[config.mk]
export PLATFORM = sky130hd
export DESIGN_NAME = prefetch_queue
export DESIGN_NICKNAME = d
export VERILOG_FILES = /design/src/rtl/pq_pkg.sv /design/src/rtl/pq_store.sv /design/src/rtl/pq_fetch.sv /design/src/rtl/pq_status.sv /design/src/rtl/prefetch_queue.sv
export SDC_FILE = /design/constraint.sdc
export NUM_CORES = 1
export LEC_CHECK = 0
export ABC_AREA = 1
export CORE_UTILIZATION = 25
export DETAILED_ROUTE_END_ITERATION = 8
export DONT_BUFFER_PORTS = 1
export GPL_TIMING_DRIVEN = 0
export PLACE_DENSITY = 0.46
export SYNTH_ARGS = -nofsm -noshare
export SYNTH_HDL_FRONTEND = slang
export SYNTH_SLANG_ARGS = --single-unit
[constraint.sdc]
create_clock -name clk -period 5.7 [get_ports clk]
set_input_delay 1.71 -clock clk [delete_from_list [all_inputs] [get_ports clk]]
set_output_delay 1.71 -clock clk [all_outputs]
set_load 0.03 [all_outputs]
[src/rtl/pq_pkg.sv]
package pq_pkg;

    localparam int BYTE_W = 8;
    localparam int WORD_W = 16;
    localparam int FETCH_BYTES = WORD_W / BYTE_W;

    typedef logic [BYTE_W-1:0] byte_t;

    typedef enum logic [1:0] {
        QS_IDLE  = 2'b00,
        QS_FIRST = 2'b01,
        QS_FLUSH = 2'b10,
        QS_NEXT  = 2'b11
    } qstat_e;

    // bytes delivered by one accepted response, oldest in b0
    typedef struct packed {
        logic [1:0] cnt;
        byte_t      b0;
        byte_t      b1;
    } push_t;

    // circular index advance; inc never exceeds depth
    function automatic int unsigned ring_add(int unsigned idx, int unsigned inc,
                                             int unsigned depth);
        int unsigned s;
        s = idx + inc;
        return (s >= depth) ? s - depth : s;
    endfunction

    function automatic qstat_e status_of(logic flushed, logic took, logic first);
        if (flushed)   return QS_FLUSH;
        else if (took) return first ? QS_FIRST : QS_NEXT;
        else           return QS_IDLE;
    endfunction

endpackage

[src/rtl/pq_store.sv]
module pq_store
    import pq_pkg::*;
#(
    parameter int DEPTH = 6
) (
    input  logic                       clk,
    input  logic                       rst,
    input  logic                       clr,
    input  push_t                      push,
    input  logic                       pop_ok,
    output logic [$clog2(DEPTH+1)-1:0] count,
    output logic                       avail,
    output byte_t                      head
);
    localparam int IW = (DEPTH > 1) ? $clog2(DEPTH) : 1;
    localparam int CW = $clog2(DEPTH+1);

    byte_t          mem [DEPTH];
    logic [IW-1:0]  rd_idx, wr_idx, wr_idx1;
    logic [CW-1:0]  cnt_q;
    logic           skip;
    logic [1:0]     n_wr;
    byte_t          src0;

    // when empty, a byte taken in the arrival cycle bypasses the store
    assign skip    = pop_ok && (cnt_q == '0);
    assign n_wr    = push.cnt - {1'b0, skip};
    assign src0    = skip ? push.b1 : push.b0;
    assign wr_idx1 = IW'(ring_add(32'(wr_idx), 1, DEPTH));

    assign count = cnt_q;
    assign avail = (cnt_q != '0) || (push.cnt != 2'd0);
    assign head  = (cnt_q != '0) ? mem[rd_idx] : push.b0;

    always_ff @(posedge clk) begin
        if (!clr && n_wr != 2'd0) mem[wr_idx] <= src0;
        if (!clr && n_wr == 2'd2) mem[wr_idx1] <= push.b1;
    end

    always_ff @(posedge clk) begin
        if (rst || clr) begin
            rd_idx <= '0;
            wr_idx <= '0;
            cnt_q  <= '0;
        end else begin
            wr_idx <= IW'(ring_add(32'(wr_idx), 32'(n_wr), DEPTH));
            if (pop_ok && cnt_q != '0)
                rd_idx <= IW'(ring_add(32'(rd_idx), 1, DEPTH));
            cnt_q <= cnt_q + CW'(push.cnt) - CW'(pop_ok);
        end
    end
endmodule

[src/rtl/pq_fetch.sv]
module pq_fetch
    import pq_pkg::*;
#(
    parameter int          DEPTH      = 6,
    parameter int          ADDR_W     = 20,
    parameter logic [ADDR_W-1:0] RESET_ADDR = '0
) (
    input  logic                       clk,
    input  logic                       rst,
    input  logic [$clog2(DEPTH+1)-1:0] count,
    input  logic                       flush,
    input  logic [ADDR_W-1:0]          flush_addr,
    input  logic                       fetch_ack,
    input  logic                       rsp_vld,
    input  logic [WORD_W-1:0]          rsp_data,
    output logic                       fetch_req,
    output logic [ADDR_W-1:0]          fetch_addr,
    output push_t                      push
);
    localparam int CW   = $clog2(DEPTH+1);
    localparam int ROOM = DEPTH - FETCH_BYTES;

    logic [ADDR_W-1:0] ptr_q, ptr_d;
    logic              pend_q, pend_d;
    logic              drop_q, drop_d;
    logic              odd_q,  odd_d;
    logic              issue, take;

    assign fetch_req  = !pend_q && (count <= CW'(ROOM));
    assign fetch_addr = ptr_q;
    assign issue      = fetch_req && fetch_ack;
    assign take       = rsp_vld && pend_q && !drop_q && !flush;

    always_comb begin
        push.cnt = 2'd0;
        push.b0  = odd_q ? rsp_data[15:8] : rsp_data[7:0];
        push.b1  = rsp_data[15:8];
        if (take) push.cnt = odd_q ? 2'd1 : 2'd2;
    end

    always_comb begin
        ptr_d  = ptr_q;
        pend_d = pend_q;
        drop_d = drop_q;
        odd_d  = odd_q;
        if (rsp_vld && pend_q) begin
            pend_d = 1'b0;
            drop_d = 1'b0;
        end
        if (issue) begin
            pend_d = 1'b1;
            drop_d = 1'b0;
            odd_d  = ptr_q[0];
            ptr_d  = ptr_q + (ptr_q[0] ? ADDR_W'(1) : ADDR_W'(FETCH_BYTES));
        end
        if (flush) begin
            drop_d = pend_d;
            ptr_d  = flush_addr;
        end
    end

    always_ff @(posedge clk) begin
        if (rst) begin
            ptr_q  <= RESET_ADDR;
            pend_q <= 1'b0;
            drop_q <= 1'b0;
            odd_q  <= 1'b0;
        end else begin
            ptr_q  <= ptr_d;
            pend_q <= pend_d;
            drop_q <= drop_d;
            odd_q  <= odd_d;
        end
    end
endmodule

[src/rtl/pq_status.sv]
module pq_status
    import pq_pkg::*;
(
    input  logic   clk,
    input  logic   rst,
    input  logic   flush,
    input  logic   pop_ok,
    input  logic   pop_first,
    output qstat_e qs
);
    always_ff @(posedge clk) begin
        if (rst) qs <= QS_IDLE;
        else     qs <= status_of(flush, pop_ok, pop_first);
    end
endmodule

[src/rtl/prefetch_queue.sv]
module prefetch_queue
    import pq_pkg::*;
#(
    parameter int                DEPTH      = 6,
    parameter int                ADDR_W     = 20,
    parameter logic [ADDR_W-1:0] RESET_ADDR = '0
) (
    input  logic              clk,
    input  logic              rst,
    output logic              fetch_req,
    output logic [ADDR_W-1:0] fetch_addr,
    input  logic              fetch_ack,
    input  logic              rsp_vld,
    input  logic [15:0]       rsp_data,
    input  logic              flush,
    input  logic [ADDR_W-1:0] flush_addr,
    input  logic              pop,
    input  logic              pop_first,
    output logic              byte_vld,
    output logic [7:0]        byte_out,
    output logic [1:0]        qstat
);
    localparam int CW = $clog2(DEPTH+1);

    push_t          push;
    logic [CW-1:0]  q_count;
    logic           pop_ok;
    qstat_e         qs;

    assign pop_ok = pop && byte_vld && !flush;
    assign qstat  = qs;

    pq_fetch #(
        .DEPTH(DEPTH), .ADDR_W(ADDR_W), .RESET_ADDR(RESET_ADDR)
    ) u_fetch (
        .clk(clk), .rst(rst), .count(q_count),
        .flush(flush), .flush_addr(flush_addr),
        .fetch_ack(fetch_ack), .rsp_vld(rsp_vld), .rsp_data(rsp_data),
        .fetch_req(fetch_req), .fetch_addr(fetch_addr), .push(push)
    );

    pq_store #(.DEPTH(DEPTH)) u_store (
        .clk(clk), .rst(rst), .clr(flush), .push(push), .pop_ok(pop_ok),
        .count(q_count), .avail(byte_vld), .head(byte_out)
    );

    pq_status u_status (
        .clk(clk), .rst(rst), .flush(flush), .pop_ok(pop_ok),
        .pop_first(pop_first), .qs(qs)
    );
endmodule

==> impl_table.tex <==
\begin{tabular}{lr}
\hline
Metric & Value \\
\hline
\multicolumn{2}{l}{\textbf{Worst setup path}} \\
WP data required & 3.99 ns \\
CP bufs+invs & 1 \\
Worst setup path category & in -> out \\
Kind of capture point of the worst setup path & primary output \\
Startpoint Class & primary input \\
Arrival time of data at the critical path endpoint & 2.72 ns \\
Critical path's slowest cell & a31oi\_1 \\
CP cell instances & inv\_1, o21ai\_0, nor2\_1, a31oi\_1 \\
Critical-path maximum fanout & 7 \\
Delay of the slowest cell on the worst path & 0.70 ns \\
Critical path's top delay family & compound AO/OA/AOI/OAI gates \\
\multicolumn{2}{l}{\textbf{Floorplan}} \\
Core area & roughly 0.021 sq mm \\
Initial cell density of the core & roughly 26\% \\
Die H & around 150 um \\
Number of top-level pins & 75 \\
Floorplan die area & between 0.02 and 0.025 sq mm \\
Row cnt & between 50 and 60 \\
Die span in x & approximately 150 um \\
\multicolumn{2}{l}{\textbf{Finish}} \\
Net count reported at finish & between 800 and 900 \\
Finished Layout Cells & around 1,100 \\
Area growth from synthesis to layout & 12.9\% \\
Ratio of cells with drive above 1 in the final layout & between 10\% and 20\% \\
\multicolumn{2}{l}{\textbf{Logic synthesis}} \\
Commonest register cell after synthesis & edfxtp\_1 \\
Fraction of synthesis flops using an asynchronous set or reset pin & 0\% \\
Mean Syn Cell Area & between 7 and 8 sq um \\
Fraction of the mapped netlist area in compound gates & between 10\% and 20\% \\
Simple-gate share of the synthesized area & a little over a third \\
Post-synthesis share of cell area spent on full adders, half adders and majority gates & around 3.5\% \\
Dominant combinational cell family by area after synthesis & simple AND/OR/NAND/NOR gates \\
Synthesized cell area & between 0.005 and 0.006 sq mm \\
Flip-flop and latch count after synthesis & 85 \\
Sequential area share after synthesis & between 30 and 40\% \\
Synth Instances & between 700 and 800 \\
Multiplexer area fraction after synthesis & 0\% \\
Number of distinct library cell variants in the gate-level netlist after synthesis & 39 \\
Warnings from Yosys & 0 \\
Net count after synthesis & just over 800 \\
EDFF count, synth & 48 \\
Synth Area in XOR/XNOR & under 10\% \\
\multicolumn{2}{l}{\textbf{Clocking}} \\
Clock Path Buffers & 2 \\
Clock network latency to the later pin of the worst-skew pair & 0.36 ns \\
Root buffer selected by CTS & clkbuf\_16 \\
Sink count of the clock tree & 85 \\
Setup bufs post-CTS & 0 \\
Level count of the clock H-tree & 3 \\
Clock tree from TritonCTS & built \\
Number of gates resized after CTS & 0 \\
Number of hold buffers added after CTS & 0 \\
Clock buffer count from CTS & 9 \\
Clock Pin Slew Worst Setup and Hold Paths & roughly 0.07 ns \\
\multicolumn{2}{l}{\textbf{Global routing}} \\
Overflow left after global routing & 0 \\
Pin count of the biggest net entering global routing & 18 \\
Global Route Usage Sum & $\sim$16\% \\
Antenna violations before repair & 1 \\
Wire length of the first global-routing pass & 26,300 um \\
Via count of the first global-routing pass & around 4,700 \\
\multicolumn{2}{l}{\textbf{Power}} \\
Peak supply drop & around 140 uV \\
Total power & approximately 1.6 mW \\
Pwr dens & roughly 250 mW/mm\^{}2 \\
Leakage power & $\sim$2.6 nW \\
\multicolumn{2}{l}{\textbf{STA}} \\
Final-layout setup total negative slack & 0 ns \\
Number of pins with negative max-slew slack in the final report & 0 \\
Setup violators final & 0 \\
Post-layout min period & 4.43 ns \\
Max Freq & approximately 230 MHz \\
Skew final & around 0.015 ns \\
Tightest Pin Transition & 1.31 ns \\
Hold Slack & 0.525 ns \\
Portion of the clock cycle consumed by the worst path in the final layout & between 70 and 80\% \\
Setup repair after global routing missed its margin & false \\
Worst-case setup margin in the final layout & between 1 and 1.5 ns \\
Worst max-slew margin expressed relative to the limit & about an eighth \\
Final hold violation count & 0 \\
\multicolumn{2}{l}{\textbf{Routing}} \\
Antenna-violating nets left & 0 \\
Detailed-route vias per instance & $\sim$4.6 \\
Routed wire length & around 17,000 um \\
Average wire length per cell after detail routing & between 15 and 20 um \\
Drc violations & 0 \\
Initial DRC Count & 266 \\
Overall via count from detail\_route & a little under 5,000 \\
Pre-antenna DRT Iters & 4 \\
\multicolumn{2}{l}{\textbf{Job}} \\
Maximum capacitance violations & 0 \\
\multicolumn{2}{l}{\textbf{Run status}} \\
Status & finished clean \\
\multicolumn{2}{l}{\textbf{Place}} \\
Hpwl dp & 12,300 um \\
Routability congestion estimate from global placement & 0.800 \\
Cell count after placement & $\sim$1,000 \\
Post-placement worst setup slack & around 0.83 ns \\
Count of input and output buffers & 0 \\
\multicolumn{2}{l}{\textbf{Worst hold path}} \\
Worst min-delay path category & reg -> reg \\
\hline
\end{tabular}
-- metrics by stage --
stage	area, sq um	utilization [%]
after CTS	6210	29.2
after floorplan	5510	-
final	6220	29.2
after detailed placement	5870	27.6
after global placement	5850	27.5
after global routing	6210	29.2
-- synth_stat cells, types with 2 or more instances --
master    instances  area, sq um
o21ai_1           3         15.0
a21oi_1          18         90.1
nand2_2           8         50.1
clkbuf_1         10         37.5
nand3_4           4         70.1
nor2_2            4         25.0
a31oi_1          13         81.3
xor2_1            7         61.3
fa_1              2         40.0
nor2_8            4         80.1
xnor2_1           2         17.5
nand2_1         237          890
nor2_1           89          334
inv_2             6         22.5
inv_1            76          285
o21ai_2           7         61.3
nand3_1          67          335
edfxtp_1         48         1440
nand3_2           3         30.0
o21ai_0          66          330
nor2_4            3         33.8
buf_2             3         15.0
o21a_1            2         15.0
buf_6             7         78.8
nand2_4           4         45.0
dfxtp_1          37          741
ha_1             12          150
nand4_1           4         25.0
-- power by group --
group	switching (mW)	total, mW	leakage [nW]	internal (mW)
Sequential	0.0359	0.703	0.736	0.667
Clock	0.290	0.687	0.163	0.396
Combinational	0.139	0.194	1.71	0.0550
Total	0.465	1.58	2.61	1.12
-- worst reg2reg max path, cell delays in order, from the launching register on --
cell	delay, ns
dfxtp_1	0.30
inv_1	0.07
buf_2	0.20
buf_2	0.23
nor2_1	0.18
inv_1	0.06
ha_1	0.22
inv_1	0.09
nand4_1	0.09
nand2_1	0.17
o21ai_1	0.20
o21ai_0	1.08
-- flip-flops by register name, summed over array words and instances (netlist names), named ones only --
| signal | count |
|---|---|
| u_fetch.drop_q | 1 |
| u_fetch.fetch_addr | 20 |
| u_fetch.odd_q | 1 |
| u_fetch.pend_q | 1 |
| u_status.qs | 2 |
| u_store.count | 3 |
| u_store.mem | 48 |
| u_store.rd_idx | 3 |
| u_store.wr_idx | 3 |
-- cell usage in the layout, fill, tap and decap left out, types with 6 or more instances in the layout --
cell,netlist,final
nand3_1,67,67
buf_6,7,7
dfxtp_1,37,37
a31oi_1,13,13
nand2_1,237,237
edfxtp_1,48,48
ha_1,12,12
o21ai_1,3,6
clkbuf_1,10,10
o21ai_0,66,63
a21oi_1,18,18
inv_1,76,76
clkbuf_16,0,9
inv_2,6,6
xor2_1,7,7
o21ai_2,7,7
nand2_2,8,8
nor2_1,89,89
-- metal layers --
metal / routed length (um) / up-vias / track usage [%]
met5: 0 / - / 0
met4: 318 / 0 / 5.61
met3: 758 / 20 / 3.12
met2: 7630 / 98 / 24.6
met1: 8140 / 2249 / 21.3
li1: - / 2493 / -
-- cell type report --
cell class	count	area [sq um]
well taps	275	344
plain buffers	22	143
clock inverters	7	115
inverters	84	318
repair buffers	3	22.5
flip-flops and latches	85	2180
diodes	1	2.50
fillers	2322	15100
clock buffers	9	225
multi-input cells	566	2860
-- kinds of logic (layout without fill, tap and decap cells) --
family,Yosys count,after routing
AND/OR/NAND/NOR,432,432
AO/OA/AOI/OAI,111,111
XOR/XNOR,9,9
buffers and inverters,106,125
adder cells (fa/ha/maj),14,14
other,0,1
flip-flops,85,85
-- final timing paths --
path | from | endpoint | slack [ns] | cells past startpoint
worst max-delay path | rsp_data[15] | byte_out[7] | 1.27 | 4
worst min-delay path | u_store.rd_idx[0] | flop | 0.52 | 2
worst max register to register | u_fetch.odd_q | u_store.mem[5][5] | 2.42 | 11
worst min register to register | u_store.rd_idx[0] | flop | 0.52 | 2
Power figures use the tool's default switching activity.
